==> src/rtl/flash_enc_pkg.sv <==
package flash_enc_pkg;

    // Output coding selected by {inv_hi, inv_lo}
    typedef enum logic [1:0] {
        MODE_STRAIGHT  = 2'b00,
        MODE_LOW_FLIP  = 2'b01,
        MODE_SIGN_FLIP = 2'b10,
        MODE_FULL_FLIP = 2'b11
    } code_mode_t;

endpackage

==> src/rtl/bubble_vote.sv <==
module bubble_vote #(
    parameter int TAPS = 255
) (
    input  logic [TAPS-1:0] raw,
    output logic [TAPS-1:0] fixed
);
    // Guard bits: an asserted tap below the ladder, a clear tap above it
    logic [TAPS+1:0] ext;
    assign ext = {1'b0, raw, 1'b1};

    for (genvar i = 0; i < TAPS; i++) begin : g_vote
        assign fixed[i] = (ext[i] & ext[i+1]) | (ext[i] & ext[i+2]) | (ext[i+1] & ext[i+2]);
    end

    // A well-formed thermometer has the form 0..01..1, so adding one leaves no overlap
    logic clean;
    assign clean = ((raw & (raw + 1'b1)) == '0);

    always_comb begin
        if (clean) begin
            AST_CLEAN_PASS: assert (fixed == raw);
        end
    end
endmodule

==> src/rtl/ones_counter.sv <==
module ones_counter #(
    parameter int TAPS = 255,
    parameter int CW   = 8
) (
    input  logic [TAPS-1:0] vec,
    output logic [CW-1:0]   cnt
);
    always_comb begin
        cnt = '0;
        for (int i = 0; i < TAPS; i++) begin
            cnt = cnt + CW'(vec[i]);
        end
    end

    always_comb begin
        if (vec == '0) begin
            AST_EMPTY_ZERO: assert (cnt == '0);
        end
        if (&vec) begin
            AST_FULL_MAX: assert (cnt == CW'(TAPS));
        end
    end
endmodule

==> src/rtl/code_polarity.sv <==
module code_polarity
    import flash_enc_pkg::*;
#(
    parameter int CW = 8
) (
    input  code_mode_t     mode,
    input  logic [CW-1:0]  bin,
    output logic [CW-1:0]  coded
);
    logic [CW-1:0] mask;

    always_comb begin
        unique case (mode)
            MODE_STRAIGHT:  mask = '0;
            MODE_LOW_FLIP:  mask = {1'b0, {(CW-1){1'b1}}};
            MODE_SIGN_FLIP: mask = {1'b1, {(CW-1){1'b0}}};
            MODE_FULL_FLIP: mask = '1;
            default:        mask = '0;
        endcase
    end

    assign coded = bin ^ mask;
endmodule

==> src/rtl/flash_therm_encoder.sv <==
module flash_therm_encoder
    import flash_enc_pkg::*;
#(
    parameter int TAPS = 255
) (
    input  logic                          clk,
    input  logic                          rst,
    input  logic [TAPS-1:0]               therm_in,
    input  logic                          inv_hi,
    input  logic                          inv_lo,
    output logic [$clog2(TAPS+1)-1:0]     code_out
);
    localparam int CW = $clog2(TAPS+1);

    // Capture stage: the thermometer and its polarity are taken together
    logic [TAPS-1:0] therm_q;
    code_mode_t      mode_q;

    always_ff @(posedge clk) begin
        therm_q <= therm_in;
        mode_q  <= code_mode_t'({inv_hi, inv_lo});
    end

    logic [TAPS-1:0] therm_fixed;
    logic [CW-1:0]   bin_code;
    logic [CW-1:0]   coded;
    logic [CW-1:0]   zero_coded;
    code_mode_t      live_mode;

    assign live_mode = code_mode_t'({inv_hi, inv_lo});

    bubble_vote #(.TAPS(TAPS)) u_vote (
        .raw   (therm_q),
        .fixed (therm_fixed)
    );

    ones_counter #(.TAPS(TAPS), .CW(CW)) u_count (
        .vec (therm_fixed),
        .cnt (bin_code)
    );

    code_polarity #(.CW(CW)) u_pol (
        .mode  (mode_q),
        .bin   (bin_code),
        .coded (coded)
    );

    // Code 0 under the polarity seen at the reset edge
    code_polarity #(.CW(CW)) u_rst_pol (
        .mode  (live_mode),
        .bin   ('0),
        .coded (zero_coded)
    );

    always_ff @(posedge clk) begin
        if (rst) code_out <= zero_coded;
        else     code_out <= coded;
    end

    // Edges since reset, used only to qualify the temporal checks
    logic [1:0] age;
    always_ff @(posedge clk) begin
        if (rst)               age <= 2'd0;
        else if (age != 2'd3)  age <= age + 2'd1;
    end

    AST_HOLD_STEADY: assert property (@(posedge clk) disable iff (rst)
        (age == 2'd3 && $past(therm_in, 2) == $past(therm_in, 3)
         && $past(inv_hi, 2) == $past(inv_hi, 3) && $past(inv_lo, 2) == $past(inv_lo, 3))
        |-> $stable(code_out));

    AST_LOW_TOGGLE: assert property (@(posedge clk) disable iff (rst)
        (age == 2'd3 && $past(therm_in, 2) == $past(therm_in, 3)
         && $past(inv_hi, 2) == $past(inv_hi, 3) && $past(inv_lo, 2) != $past(inv_lo, 3))
        |-> (code_out[CW-2:0] == ~$past(code_out[CW-2:0]) && code_out[CW-1] == $past(code_out[CW-1])));

    AST_MSB_TOGGLE: assert property (@(posedge clk) disable iff (rst)
        (age == 2'd3 && $past(therm_in, 2) == $past(therm_in, 3)
         && $past(inv_hi, 2) != $past(inv_hi, 3) && $past(inv_lo, 2) == $past(inv_lo, 3))
        |-> (code_out[CW-1] != $past(code_out[CW-1]) && code_out[CW-2:0] == $past(code_out[CW-2:0])));
endmodule

==> config.mk <==
export PLATFORM = sky130hd
export DESIGN_NAME = flash_therm_encoder
export DESIGN_NICKNAME = d
export VERILOG_FILES = /design/src/rtl/flash_enc_pkg.sv /design/src/rtl/bubble_vote.sv /design/src/rtl/ones_counter.sv /design/src/rtl/code_polarity.sv /design/src/rtl/flash_therm_encoder.sv
export SDC_FILE = /design/constraint.sdc
export NUM_CORES = 1
export LEC_CHECK = 0
export ABC_AREA = 1
export BUFFER_PORTS_ARGS = -buffer_cell sky130_fd_sc_hd__buf_2
export CAP_MARGIN = 20
export CORE_MARGIN = 5
export CORE_UTILIZATION = 54
export DETAILED_ROUTE_END_ITERATION = 10
export PLACE_DENSITY_LB_ADDON = 0.08
export SYNTH_ARGS = -nofsm -noshare
export SYNTH_HDL_FRONTEND = slang
export SYNTH_HIERARCHICAL = 1
export SYNTH_SLANG_ARGS = --single-unit
==> constraint.sdc <==
create_clock -name clk -period 10.5 [get_ports clk]
set_input_delay 2.625 -clock clk [delete_from_list [all_inputs] [get_ports clk]]
set_output_delay 2.625 -clock clk [all_outputs]
set_load 0.01 [all_outputs]
==> results by stage <==
Global routing:
- The first global-routing pass estimated 60.06 mm of wire.
- The pin count of the biggest net entering global routing is 16.
- The number of global-route vias before repair is 12500.
- The initial antenna violation count is 0.
- The all-layer global routing usage is 22.75%.
- The total congestion overflow after global routing is 0.

Critical path:
- By instance count, the cell type seen most on the critical path is sky130_fd_sc_hd__fa_1.
- STA classifies the critical path endpoint as a flip-flop.
- The slowest stage of the critical path belongs to the cell sky130_fd_sc_hd__fa_1.
- In this run the worst path has a maximum fanout of 4.
- By startpoint and endpoint, the worst setup path is classified as flip-flop to flip-flop.
- The endpoint of the lowest-slack register-to-register path is code_out[6].
- The depth of the most critical reg-to-reg path is 30.
- STA classifies the critical path startpoint as a flip-flop.
- The setup slack of the most critical reg-to-reg path is 2.42 ns.
- STA puts the critical path data required time at 10.94 ns.
- The launch instance of the worst register-to-register path is therm_q[158].
- At the worst endpoint, the arrival time is 8.52 ns.
- Among cell families on the critical path, the largest total delay comes from adder cells.
- The largest single stage delay on the critical path is 0.55 ns.
- The buffers plus inverters on the worst setup path is 7.

Final layout:
- The number of fill cells is 2517.
- The total area of multi-input combinational cells is 9006 um^2.
- The area taken by flip-flops and latches is 5305 um^2.
- 0 antenna diodes ended up in the layout.
- Cells with a size suffix above 1 make up 14.72% of the layout.
- The final layout contains 2679 nets.
- The area growth from synthesis to layout is 17.71%.

Min path:
- Along the worst hold path, the cell count comes to 4.
- The startpoint of the most critical hold path is mode_q[1].
- For hold timing, the worst endpoint is code_out[7].
- The path class of the tightest hold or removal check is flip-flop to flip-flop.

Die:
- The number of I/O pins is 267.
- The overall die height is 181.3 um.
- The die footprint is 32860 um^2.
- After floorplanning, the core was divided into 62 placement rows.
- The placeable core region is 28860 um^2.
- The starting density of the core is 54.89%.
- The floorplan die width is 181.3 um.

Drt:
- The via count is 12020.
- Using the TritonRoute via totals, the vias-per-cell ratio works out to 4.726.
- The count of nets left with antenna violations once routing finished came out at 0.
- For this run, design rule violations remaining after detail routing come to 0.
- For this block, the routed nets add up to 37.08 mm of wire.
- Before antenna repair, the detailed router went through 6 iterations.
- After detailed routing, the average wire length per cell comes to 14.58 um.
- The number of design-rule violations left by the first detailed-router iteration is 583.

STA:
- Setup total negative slack on the finished layout was measured at 0 ns.
- The period utilization is 76.93%.
- Clock skew on the completed layout was measured at 0.01217 ns.
- The worst path needs 8.077 ns of the cycle, external delays included.
- The setup violation total in the final timing report is 0.
- The number of slew-limit violations in the final report is 0.
- The number of hold-slack violations in the final timing report is 0.
- The maximum clock rate is 123.8 MHz.
- Setup repair after global routing left no endpoint under its margin.

Synth:
- After synthesis, the share of flip-flops with an asynchronous set or reset is 0%.
- The biggest area consumer among synthesized cells is sky130_fd_sc_hd__dfxtp_1.
- The commonest register cell after synthesis is sky130_fd_sc_hd__dfxtp_1.
- In this run, synthesis produced a sequential element count of 265.
- Counting distinct cell types in the post-synthesis netlist gives 19.
- Counting every instance in the synthesized netlist gives 1833.
- The number of enable-type register cells in the synthesized netlist is 0.
- The most frequently used cell type in the post-synthesis netlist is sky130_fd_sc_hd__nand2_1.
- By count the netlist is led by sky130_fd_sc_hd__nand2_1, sky130_fd_sc_hd__inv_1, sky130_fd_sc_hd__dfxtp_1.
- Summing the sequential cell areas from Yosys gives 33.49% of the chip area.
- The average cell area after synthesis is 8.641 um^2.
- The synthesized area is 15840 um^2.
- Yosys printed 6 warnings.
- The area share of the leading cell type in the synthesized netlist is 33.49%.
- By area the synthesized netlist is led by sky130_fd_sc_hd__dfxtp_1, sky130_fd_sc_hd__fa_1, sky130_fd_sc_hd__nand2_1, sky130_fd_sc_hd__inv_1, sky130_fd_sc_hd__nand3_1.

CTS:
- The count of cells resized by post-cts repair is 0.
- CTS saw 265 sinks.
- The deepest level of the CTS H-tree is 1.
- The total clock buffers created by CTS is 28.
- The maximum number of buffers from clock root to sink is 3.
- The clock-pin slew reported for the worst setup and hold paths after clock tree synthesis is 0.07 ns.
- The TritonCTS clock tree is built.
- The post-CTS setup buffer count is 0.
- In this run, post-CTS hold repair placed 0 buffers.
- The insertion delay of the later-clocked pin in the worst-skew pair is 0.55 ns.
- The root cell of the clock tree is sky130_fd_sc_hd__clkbuf_16.

Job:
- The max-cap violation count is 0.

Status:
- The run finished with clean final reports.

Placement:
- Routability-driven placement finished with a final weighted congestion of 0.9312.
- In this run the tool buffered the top-level ports with 266 buffer cells.
- After legalization and detailed placement, the total HPWL measured 31.87 mm.
-- state kept, by name, indices dropped and copies added, names as in the netlist --
register  flops
therm_q     255
code_out      8
mode_q        2
-- cell type report --
class | count | area share (%)
flip-flops and latches | 265 | 28.45
inverters | 413 | 8.315
well taps | 384 | 2.577
repair buffers | 266 | 7.140
clock inverters | 13 | 1.013
multi-input cells | 1167 | 48.31
clock buffers | 36 | 4.194
-- through the flow --
step           setup WS, ns  instances  hold WS (ns)  utilization (%)  cell area (um^2)
2_1_floorplan         2.908       1848        0.5036                -             15900
3_3_place_gp          2.484       2495        0.5247            61.24             17670
3_5_place_dp          2.445       2495        0.5326            61.24             17670
4_1_cts               2.411       2544        0.5478            64.61             18640
5_1_grt               2.085       2544        0.6511            64.61             18640
6_report              2.423       2544        0.5469            64.61             18640
-- tightest hold or removal path, stage by stage, from the launching register on --
cell and delay (ns):
sky130_fd_sc_hd__dfxtp_1 0.33, sky130_fd_sc_hd__nand2_1 0.06, sky130_fd_sc_hd__nand2_1 0.05, sky130_fd_sc_hd__nand2_1 0.05, sky130_fd_sc_hd__nand2_1 0.04
-- worst max path at each step --
stage	from	to	slack, ns	cells after the start
after floorplan	therm_q[150]	code_out[6]	2.91	32
after global placement	therm_q[158]	code_out[6]	2.48	30
after detailed placement	therm_q[158]	code_out[6]	2.45	30
after CTS	therm_q[158]	code_out[6]	2.41	30
after global routing	therm_q[150]	code_out[6]	2.09	32
final	therm_q[158]	code_out[6]	2.42	30
-- cell usage in the layout, fill, tap and decap left out, drive strengths merged --
cell type / instances
xor2: 1
clkbuf: 36
xnor2: 3
or2: 2
clkinvlp: 2
nand2: 601
conb: 16
nand4: 1
inv: 414
nand3b: 1
a21oi: 3
fa: 241
ha: 38
nand3: 258
clkinv: 6
nor2: 2
dfxtp: 265
bufinv: 4
buf: 266
-- routing by layer --
layer  global-route usage [%]  vias up  wire length, um
met5                        0        -                0
met4                    6.034        0             1152
met3                    3.700       61             2141
met2                    40.05      329            18150
met1                    29.34     5574            15640
li1                         -     6060                -
-- kinds of logic (layout without fill, tap and decap cells) --
family	after synthesis	count (layout)	synth area share [%]
buf+inv	416	728	10.00
compound gates	3	3	0.09477
flops	265	265	33.49
simple gates	865	865	22.70
other cells	1	16	0.02368
fa+ha+maj	279	279	33.46
xor+xnor	4	4	0.2212
Power is left out: the tool's default activity adds up to more than one toggle a clock period on the data nets, which glitch-free logic cannot reach.
